## config.mk

```make
export PLATFORM = sky130hd
export DESIGN_NAME = err_capture_unit
export DESIGN_NICKNAME = d
export VERILOG_FILES = /design/src/rtl/err_capture_unit.sv
export SDC_FILE = /design/constraint.sdc
export NUM_CORES = 1
export LEC_CHECK = 0
export BUFFER_PORTS_ARGS = -buffer_cell sky130_fd_sc_hd__buf_2
export CAP_MARGIN = 5
export CORE_MARGIN = 2
export CORE_UTILIZATION = 31
export CTS_CLUSTER_SIZE = 40
export DETAILED_ROUTE_END_ITERATION = 7
export HOLD_SLACK_MARGIN = 0.1
export SYNTH_ARGS = -nofsm -noshare
export SYNTH_HDL_FRONTEND = slang
export SYNTH_SLANG_ARGS = --single-unit
export TNS_END_PERCENT = 1
```

## constraint.sdc

```tcl
create_clock -name clk -period 1.29 [get_ports clk]
set_clock_uncertainty 0.15 [all_clocks]
set_input_delay 0.0645 -clock clk [delete_from_list [all_inputs] [get_ports clk]]
set_output_delay 0.0645 -clock clk [all_outputs]
set_load 0.01 [all_outputs]
```

## src/rtl/err_capture_unit.sv

```systemverilog
module err_capture_unit #(
  parameter int XLEN  = 32,
  parameter int IDX_W = 12
) (
  input  logic             clk,
  input  logic             rst_n,
  input  logic             cerr_valid,
  input  logic             cerr_is_data,
  input  logic             cerr_data_fld,
  input  logic             cerr_tag_fld,
  input  logic             cerr_bus,
  input  logic [IDX_W-1:0] cerr_index,
  input  logic             exc_valid,
  input  logic             exc_in_delay,
  input  logic [XLEN-1:0]  exc_pc,
  input  logic [XLEN-1:0]  exc_branch_pc,
  input  logic             erl,
  input  logic             reg_we,
  input  logic             reg_sel,
  input  logic [XLEN-1:0]  reg_wdata,
  output logic [XLEN-1:0]  reg_rdata
);
  localparam int P_REF = 31;
  localparam int P_ED  = 30;
  localparam int P_ET  = 29;
  localparam int P_EE  = 27;
  localparam int P_EB  = 25;

  logic             c_ref, c_ed, c_et, c_ee, c_eb;
  logic [IDX_W-1:0] c_idx;
  logic [XLEN-1:0]  epc_q;
  logic [XLEN-1:0]  cer_word;

  wire pending = erl && !c_ref && (c_ed || c_et || c_ee);
  wire chain   = cerr_valid && cerr_is_data && pending;

  always_comb begin
    cer_word          = '0;
    cer_word[P_REF]   = c_ref;
    cer_word[P_ED]    = c_ed;
    cer_word[P_ET]    = c_et;
    cer_word[P_EE]    = c_ee;
    cer_word[P_EB]    = c_eb;
    cer_word[IDX_W-1:0] = c_idx;
  end

  assign reg_rdata = reg_sel ? epc_q : cer_word;

  always_ff @(posedge clk) begin
    if (!rst_n) begin
      {c_ref, c_ed, c_et, c_ee, c_eb} <= '0;
      c_idx <= '0;
    end else if (chain) begin
      c_eb <= 1'b1;
    end else if (cerr_valid) begin
      c_ref <= cerr_is_data;
      c_ed  <= cerr_data_fld;
      c_et  <= cerr_tag_fld;
      c_ee  <= cerr_bus;
      c_eb  <= 1'b0;
      c_idx <= cerr_index;
    end else if (reg_we && !reg_sel) begin
      c_ref <= reg_wdata[P_REF];
      c_ed  <= reg_wdata[P_ED];
      c_et  <= reg_wdata[P_ET];
      c_ee  <= reg_wdata[P_EE];
      c_eb  <= reg_wdata[P_EB];
      c_idx <= reg_wdata[IDX_W-1:0];
    end
  end

  always_ff @(posedge clk) begin
    if (!rst_n)
      epc_q <= '0;
    else if (exc_valid && !erl)
      epc_q <= exc_in_delay ? exc_branch_pc : exc_pc;
    else if (reg_we && reg_sel)
      epc_q <= reg_wdata;
  end
endmodule

```

==> results of run 1 <==
[synth_stat cells (2+ instances only)]
master	number	area, um2
buf_4	2	15.0
o2bb2ai_1	32	280
mux2_2	48	541
dfxtp_1	49	981
buf_2	15	75.1
nand2b_1	15	93.8
mux2i_1	48	480
inv_1	2	7.51
nor2b_1	2	12.5
a21oi_1	2	10.0
and2_1	16	100
clkbuf_1	9	33.8
o211ai_1	15	113
nand2_1	16	60.1
[kinds of logic after synthesis]
logic type / after synthesis / synth area share [%]
flip-flops: 49 / 33.6
buffers and inverters: 29 / 5.01
AND/OR/NAND/NOR: 54 / 10.7
AO/OA/AOI/OAI: 54 / 15.8
multiplexers: 96 / 34.9
[metrics by stage]
step                      instance area, um2  hold slack [ns]  cells  TNS [ns]
after global placement                  4000            0.204    540     -1.77
after floorplan                         2920            0.104    282     -1.28
after detailed placement                4000            0.212    540     -2.29
==> run_results.csv, run 1 <==
group,metric,value,unit
placed_design,dp_hpwl,6.31,mm
clock_network,cts_resized,0,
yosys,ys_warn_count,0,
run_status,status,"did not finish",
clock_network,cts.sinks,49,
yosys,synth-main-ff-cell,"dfxtp_1",
floorplanning,start_util,31.8,%
yosys,synth_cell_type_count,25,
placed_design,dp_worst_setup_slack,-0.159,ns
yosys,synth_edf_count,0,
floorplanning,fp-row-count,35,
clock_network,cts_made_buffers,5,
yosys,syn_area,2920,um2
floorplanning,pin_count,152,
clock_network,cts_setup_buffers,0,
yosys,synthesis.nets,402,
yosys,ys_ff_latch,49,
yosys,synthCells,282,
placed_design,portBuffers,151,
clock_network,cts_max_path_buffers,2,
yosys,avgSynthCellArea,10.4,um2
run_status,firstError,"[ERROR RSZ-0060] Max buffer count reached.",
floorplanning,die_h,101,um
floorplanning,fp.dieW,101,um
run_status,haltStage,"clock tree synthesis",
clock_network,postCtsHoldBufs,110,
placed_design,gp_congestion,0.769,
clock_network,root_buffer,"clkbuf_8",
yosys,ys_async_sr_fraction,0,%
yosys,seq_area_frac_synth,33.6,%
clock_network,htree_levels,2,
==> inputs of run 2 (changes only) <==
- CORE_UTILIZATION: 31 -> 20
- CTS_CLUSTER_SIZE: 40 -> unset
- HOLD_SLACK_MARGIN: 0.1 -> unset
- PLACE_DENSITY_LB_ADDON: unset -> 0.15
- clock period: 1.29 -> 1.7 ns (I/O delays scaled with it)
==> run 2 against run 1 <==
Effect of this change: the flow now finishes without violations; synthesized cell count did not move; synthesized area is the same.
==> run_results.csv, run 2 <==
group,metric,value,unit
run_status,status,"finished, final reports clean",
clock_network,cts_setup_buffers,0,
min_path,hold_class,"input pin to flip-flop",
sta,timing.slew.headroom,52.5,%
layout,reg_top3,"epc_q x32, c_idx x12",
layout,layoutNonFillerInstCount,642,
clock_network,cts.sinks,49,
clock_network,cts_max_path_buffers,2,
sta,hold_viol_final,0,
layout,final_util,30.8,%
layout,n_antenna_cell,0,
layout,multi_input_area,1820,um2
layout,largest_reg_flops,32,
sta,setup_viol,0,
route,vias_per_cell,4.24,
floorplanning,fp.dieW,125,um
yosys,synthesis.nets,402,
route,dr.first_iter.drc_count,57,
global_route,grt_max_degree,33,
yosys,ys_ff_latch,49,
setup_path,crit_path_end_kind,"flip-flop",
global_route,grt_usage,11.6,%
floorplanning,fp-row-count,44,
power,vdd_drop_max,0.000432,V
yosys,synth_cell_type_count,25,
layout,largest_register,"epc_q",
placed_design,dp_hpwl,6.79,mm
yosys,ys_async_sr_fraction,0,%
yosys,avgSynthCellArea,10.4,um2
yosys,synth_top_area_share,33.6,%
placed_design,place_inst,602,
yosys,synthCells,282,
clock_network,clk_pin_slew_worst_paths,0.08,ns
global_route,gr-total-overflow,0,
sta,fin_hold_ws,0.0256,ns
global_route,grt_pass1_wl,14.5,mm
sta,tns,0,ns
yosys,synth-main-ff-cell,"dfxtp_1",
route,vias,2722,
setup_path,arrival,1.65,ns
yosys,ys_warn_count,0,
sta,fmax,628,MHz
global_route,antenna_found_initial,0,
floorplanning,dieArea,15600,um2
placed_design,gp_congestion,0.711,
run,cap_violations,0,
layout,fin_nets,577,
clock_network,worstSkewPairLatency,0.29,ns
floorplanning,coreArea,14400,um2
clock_network,cts_made_buffers,5,
layout,layout_common_cells,"buf_2, dfxtp_1, mux2_2, mux2i_1",
yosys,synth_most_common_cell,"dfxtp_1",
clock_network,root_buffer,"clkbuf_16",
clock_network,cts_resized,0,
layout,drive_gt1_share,49.3,%
power,power.density,733,nW/um2
yosys,synth_top_cells_by_count,"dfxtp_1, mux2_2, mux2i_1",
clock_network,cts_tree,"built",
setup_path,path_class,"flip-flop to flip-flop",
yosys,seq_area_frac_synth,33.6,%
yosys,synth_area_leader_cell,"dfxtp_1",
layout,seq_area,981,um2
global_route,grt_pass1_vias,2866,
floorplanning,die_h,125,um
placed_design,dp_worst_setup_slack,0.0965,ns
sta,min_period,1.59,ns
layout,fillerInstances,1532,
yosys,synth.area.top_cells,"dfxtp_1, mux2_2, mux2i_1",
setup_path,startpoint_type,"flip-flop",
floorplanning,start_util,20.3,%
clock_network,htree_levels,2,
setup_path,worstPathRequired,1.76,ns
sta,fin_ws,0.107,ns
route,wl,9.23,mm
setup_path,cp_max_fo,16,
clock_network,postCtsHoldBufs,32,
power,power_leakage,1.96,nW
placed_design,portBuffers,151,
sta,fin_crit_sh,93.7,%
route,dr.pass1.iters,4,
yosys,synth_edf_count,0,
yosys,syn_area,2920,um2
route,drc,0,
layout,final_common_cell,"buf_2",
layout,syn2layout_area_growth,51.9,%
route,wl_per_cell,14.4,um
floorplanning,pin_count,152,
sta,rsz0062_at_grt,"false",
route,postRouteAntennaNets,0,
sta,maxSlewViolCount,0,
sta,worstMarginPinSlew,0.712,ns
[run 2: cell type report]
type,instances,share of cell area [%]
Clock buffer,5,2.82
Clock inverter,3,1.07
Inverter,2,0.169
Multi-Input combinational cell,204,41.0
Sequential cell,49,22.1
Tap cell,184,5.18
Timing Repair Buffer,195,27.7
[run 2: power by group]
| part | internal [mW] | switching (mW) |
|---|---|---|
| Combinational | 0.440 | 0.347 |
| Clock | 0.706 | 0.474 |
| Sequential | 1.24 | 0.0432 |
| Total | 2.39 | 0.865 |
[run 2: worst max-delay path, cell delays in order (launching register included)]
cell and delay [ns]:
dfxtp_1 0.33, or3_4 0.40, o2bb2ai_4 0.30, a221oi_2 0.33
[run 2: path summary, 6_finish.rpt]
| kind | depth (start not counted) | end | start | slack [ns] |
|---|---|---|---|---|
| worst max-delay path | 3 | c_ref | c_ee | 0.11 |
| worst min-delay path | 4 | c_idx[5] | cerr_index[5] | 0.03 |
| worst max register to register | 3 | c_ref | c_ee | 0.11 |
| worst min register to register | 1 | epc_q[19] | epc_q[19] | 0.30 |
[run 2: cell families (layout without fill, tap and decap cells)]
group	count (synthesis)	count (layout)	synth area share, %
AOI/OAI and AO/OA	54	54	15.8
muxes	96	96	34.9
DFF	49	49	33.6
and+or+nand+nor	54	54	10.7
buffers and inverters	29	205	5.01
[run 2: metrics by stage]
step | cell area, um2 | power [mW]
3_3_place_gp | 3950 | 2.05
4_1_cts | 4440 | 3.32
6_report | 4440 | 3.25
5_1_grt | 4440 | 3.45
2_1_floorplan | 2920 | 1.74
3_5_place_dp | 3950 | 2.06
[run 2: routing by layer]
layer	vias to the layer above	GRT usage (%)	share of wire, %
met2	105	20.4	47
li1	1384	-	-
met1	1229	14.7	47
met5	-	0	0
met4	0	2.22	0.66
met3	4	2.71	6.0
Note: power is estimated with default switching activity, not from simulation.
==> inputs of run 3 (changes only) <==
- GPL_TIMING_DRIVEN: unset -> 1
- RECOVER_POWER: unset -> 100
- clock period: 1.7 -> 1.8 ns (I/O delays scaled with it)
==> run 3 against run 2 <==
Effect of this change: die area did not move; sequential power shrank 6%; critical path depth is 2 higher; utilization fell by 0.84 points; routed wire length down 1.3%; cell area shrank 2.7%; non-clock buffer count down 2; largest cell class unchanged.
==> run_results.csv, run 3 (synthesized netlist as in run 2, its figures left out) <==
group,metric,value,unit
power,vdd_drop_max,0.000436,V
sta,maxSlewViolCount,0,
global_route,grt_max_degree,35,
floorplanning,dieArea,15600,um2
clock_network,htree_levels,2,
global_route,grt_pass1_wl,14.7,mm
setup_path,cp_max_fo,21,
placed_design,gp_congestion,0.708,
floorplanning,fp.dieW,125,um
setup_path,cp_slowest_stage_delay,0.79,ns
placed_design,placed_area,3900,um2
route,wl_per_cell,14.2,um
power,switchingPower,0.762,mW
layout,largest_register,"epc_q",
placed_design,portBuffers,151,
clock_network,cts_setup_buffers,0,
route,wl,9.11,mm
placed_design,dp_hpwl,6.45,mm
sta,setup_viol,0,
sta,timing.slew.headroom,31.4,%
layout,fin_area,4320,um2
run_status,status,"finished, final reports clean",
clock_network,postCtsHoldBufs,31,
setup_path,path_class,"input pin to flip-flop",
setup_path,cpLargestDelayFamily,"simple AND/OR/NAND/NOR gates",
sta,rsz0062_at_grt,"false",
layout,layout_common_cells,"buf_2, dfxtp_1, mux2i_1",
setup_path,cp_num_buf_inv,2,
global_route,antenna_found_initial,1,
min_path,hold_class,"input pin to flip-flop",
route,dr.first_iter.drc_count,48,
floorplanning,die_h,125,um
clock_network,cts_made_buffers,5,
clock_network,cts_max_path_buffers,2,
layout,drive_gt1_share,42.1,%
power,p_int,2.22,mW
global_route,grt_usage,11.6,%
clock_network,cts_tree,"built",
floorplanning,coreArea,14400,um2
setup_path,worst_r2r_startpoint,"c_ee",
clock_network,clk_pin_slew_worst_paths,0.06,ns
global_route,grt_pass1_vias,2928,
min_path,min_from,"reg_wdata[25]",
power,power,2.98,mW
setup_path,worstPathRequired,1.85,ns
sta,worstMarginPinSlew,1.03,ns
sta,fmax,622,MHz
layout,largest_reg_flops,32,
clock_network,root_buffer,"clkbuf_16",
route,postRouteAntennaNets,0,
setup_path,crit_path_end_kind,"flip-flop",
sta,min_period,1.61,ns
power,p_clk_share,35.4,%
power,power_leakage,1.82,nW
power,power_frac_seq,40.8,%
power,switching_share,25.6,%
setup_path,startpoint_type,"input pin",
floorplanning,fp-row-count,44,
route,vias,2724,
setup_path,slowest_stage,"nor3_4",
layout,reg_top3,"epc_q x32, c_idx x12",
setup_path,path_cells,"clkbuf_1, and2_0, nor3_4, buf_4, o2bb2ai_1",
layout,syn2layout_area_growth,47.8,%
sta,hold_viol_final,0,
global_route,gr-total-overflow,0,
clock_network,worstSkewPairLatency,0.28,ns
layout,fin_nets,575,
route,vias_per_cell,4.26,
clock_network,cts_resized,0,
route,drc,0,
setup_path,r2r_slack,0.23,ns
floorplanning,start_util,20.3,%
power,p_comb_share,23.8,%
route,dr.pass1.iters,4,
layout,n_antenna_cell,0,
layout,final_common_cell,"buf_2",
layout,final_util,29.9,%
floorplanning,pin_count,152,
sta,fin_crit_sh,89.3,%
power,power.density,690,nW/um2
run,cap_violations,0,
clock_network,cts.sinks,49,
setup_path,arrival,1.66,ns
setup_path,crit_path_start,"reg_we",
sta,tns,0,ns
sta,fin_hold_ws,0.0142,ns
==> run 3: per-stage QoR <==
step                      setup slack, ns  std cells
after floorplan                     0.389        282
after global placement            -0.0641        601
after detailed placement          -0.0969        601
after CTS                           0.191        640
after global routing               0.0355        640
final                               0.193        640
==> run 3: layer usage <==
layer / vias up / routed length (um) / track usage (%) / part of all wire, %
li1: 1385 / - / - / -
met1: 1233 / 4250 / 14.5 / 47
met2: 97 / 4290 / 20.8 / 47
met3: 7 / 504 / 2.49 / 5.5
met4: 2 / 53 / 2.16 / 0.58
met5: - / 16 / 0 / 0.18
==> run 3: power by group through the flow <==
stage	Combinational, mW	Clock, mW	Sequential (mW)
3_3_place_gp	0.685	0	1.24
6_report	0.709	1.06	1.21
2_1_floorplan	0.411	0	1.23
5_1_grt	0.787	1.15	1.23
4_1_cts	0.748	1.10	1.22
3_5_place_dp	0.692	0	1.24
==> run 3: final timing paths <==
path	end	cells past startpoint
worst max-delay path	epc_q[16]	5
worst min-delay path	epc_q[25]	3
worst max register to register	c_idx[7]	4
worst min register to register	epc_q[23]	1
==> run 3: cell type report <==
cell class / count / area [um2]
flip-flops and latches: 49 / 981
inverters: 2 / 7.51
well taps: 184 / 230
clock buffers: 6 / 129
fillers: 1541 / 10100
clock inverters: 2 / 38.8
multi-input cells: 204 / 1800
repair buffers: 193 / 1140
==> run 3: worst register-to-register path: cells and delay by family (launching register included) <==
kind	cells	cell delay, ns
muxes	1	0.12
DFF	1	0.32
buffers and inverters	1	0.20
AOI/OAI and AO/OA	1	0.23
and+or+nand+nor	1	0.43
==> inputs of run 4 (changes only) <==
- CAP_MARGIN: 5 -> 20
- PLACE_DENSITY: unset -> 0.39
- PLACE_DENSITY_LB_ADDON: 0.15 -> unset
==> run 4 against run 3 <==
Effect of this change: hold slack worse by 0.018 ns; critical path depth is 2 lower; routed wire length is 2.3% higher; cell area is 0.20% lower; first-iteration DRC count is 29% higher; critical endpoint is now c_ref; sequential share of layout area hardly changed; setup slack worse by 0.052 ns; the flow now finishes with violations (hold timing); final cell count is 0.16% higher; global-route usage is 0.14 points higher; maximum frequency is 3.2% lower; via count is 0.26% higher; flip-flop and latch count stayed put.
==> run_results.csv, run 4 (synthesized netlist as in run 2, its figures left out) <==
group,metric,value,unit
run_status,status,"finished with violations",
run_status,violations,"hold timing",
power,power.density,662,nW/um2
layout,largest_reg_flops,32,
setup_path,path_class,"flip-flop to flip-flop",
clock_network,cts.sinks,49,
sta,rsz0062_at_grt,"false",
clock_network,cts_made_buffers,5,
clock_network,worstSkewPairLatency,0.29,ns
sta,min_period,1.66,ns
layout,multi_input_area,1810,um2
setup_path,arrival,1.71,ns
power,vdd_drop_max,0.000414,V
layout,fillerInstances,1571,
global_route,grt_max_degree,33,
floorplanning,fp-row-count,44,
clock_network,cts_tree,"built",
global_route,gr-total-overflow,0,
sta,worstMarginPinSlew,0.798,ns
floorplanning,fp.dieW,125,um
layout,drive_gt1_share,42.0,%
setup_path,worst_r2r_startpoint,"c_ee",
sta,fin_crit_sh,92.2,%
run,cap_violations,0,
layout,seq_area,981,um2
clock_network,cts_setup_buffers,0,
floorplanning,dieArea,15600,um2
route,postRouteAntennaNets,0,
route,vias,2731,
clock_network,root_buffer,"clkbuf_16",
power,power_leakage,1.80,nW
placed_design,gp_congestion,0.751,
layout,syn2layout_area_growth,47.5,%
setup_path,startpoint_type,"flip-flop",
route,dr.pass1.iters,4,
global_route,grt_pass1_wl,14.8,mm
route,wl_per_cell,14.5,um
setup_path,path_cells,"or3_1, o2bb2ai_4, a221oi_2",
layout,layoutNonFillerInstCount,641,
sta,fin_hold_ws,-0.00430,ns
clock_network,htree_levels,2,
floorplanning,start_util,20.3,%
setup_path,r2r_end,"c_ref",
layout,largest_register,"epc_q",
global_route,antenna_found_initial,0,
setup_path,cpLargestDelayFamily,"compound AO/OA/AOI/OAI gates",
layout,layout_common_cells,"buf_2, dfxtp_1, mux2_2, mux2i_1, clkbuf_1",
setup_path,cp_slowest_stage_delay,0.44,ns
placed_design,dp_hpwl,6.92,mm
setup_path,r2r_slack,0.14,ns
setup_path,rr_worst_depth,3,
clock_network,clk_pin_slew_worst_paths,0.07,ns
sta,setup_viol,0,
floorplanning,pin_count,152,
global_route,grt_pass1_vias,2908,
min_path,whs_path_depth,3,
setup_path,slowest_stage,"or3_1",
setup_path,crit_path_end_kind,"flip-flop",
setup_path,cp_max_fo,16,
route,drc,0,
route,vias_per_cell,4.26,
min_path,min_from,"reg_wdata[29]",
sta,hold_viol_final,1,
sta,tns,0,ns
clock_network,cts_resized,0,
min_path,hold_class,"input pin to flip-flop",
sta,maxSlewViolCount,0,
floorplanning,die_h,125,um
placed_design,place_inst,602,
route,wl,9.33,mm
placed_design,portBuffers,151,
layout,n_antenna_cell,0,
sta,timing.slew.headroom,46.8,%
min_path,min_to,"epc_q[29]",
layout,fin_nets,576,
clock_network,cts_max_path_buffers,2,
sta,fmax,603,MHz
global_route,grt_usage,11.8,%
setup_path,worstPathRequired,1.86,ns
layout,final_common_cell,"buf_2",
setup_path,cp_num_buf_inv,0,
floorplanning,coreArea,14400,um2
layout,reg_top3,"epc_q x32, c_idx x12",
route,dr.first_iter.drc_count,62,
[run 4: per-stage QoR]
| step | power (mW) | utilization (%) | setup slack (ns) | cell area (um2) |
|---|---|---|---|---|
| floorplan | 1.64 | - | 0.389 | 2920 |
| CTS | 2.93 | 30.2 | 0.165 | 4360 |
| finish | 2.85 | 29.9 | 0.141 | 4310 |
| global route | 3.02 | 29.9 | 0.0796 | 4310 |
| detailed placement | 1.94 | 27.1 | 0.184 | 3910 |
| global placement | 1.92 | 27.1 | 0.244 | 3910 |
[run 4: layout make-up]
type	instances	share of cell area [%]
clock buffer	5	2.90
clock inverter	3	0.406
inverter	2	0.174
multi-input combinational	204	42.0
sequential	49	22.8
tap	184	5.34
timing repair buffer	194	26.4
[run 4: worst max path at each step]
stage,start,to,depth (start not counted)
6_report,c_ee,c_ref,3
5_1_grt,c_ee,c_ref,3
2_1_floorplan,c_ee,c_ed,4
3_3_place_gp,c_ee,c_ref,3
4_1_cts,c_ee,c_ref,3
3_5_place_dp,c_ee,c_ref,3
[run 4: report_power, final]
part / internal [mW] / switching (mW)
clock network: 0.511 / 0.416
logic: 0.386 / 0.327
registers: 1.17 / 0.0415
total: 2.07 / 0.784
[run 4: layer usage]
layer	vias to the layer above	part of all wire, %	GRT usage (%)
met1	1258	46	14.7
li1	1383	-	-
met2	86	48	21.0
met4	0	0.63	2.35
met3	4	4.7	2.32
met5	-	0	0
[run 4: repair_timing]
action	CTS	global route
hold buffers	31	0
hold endpoints to repair	33	0
setup endpoints to repair	0	0
[run 4: worst min-delay path, cell delays in order]
cell and delay [ns]:
buf_2 0.10, mux2i_1 0.07, o2bb2ai_1 0.14
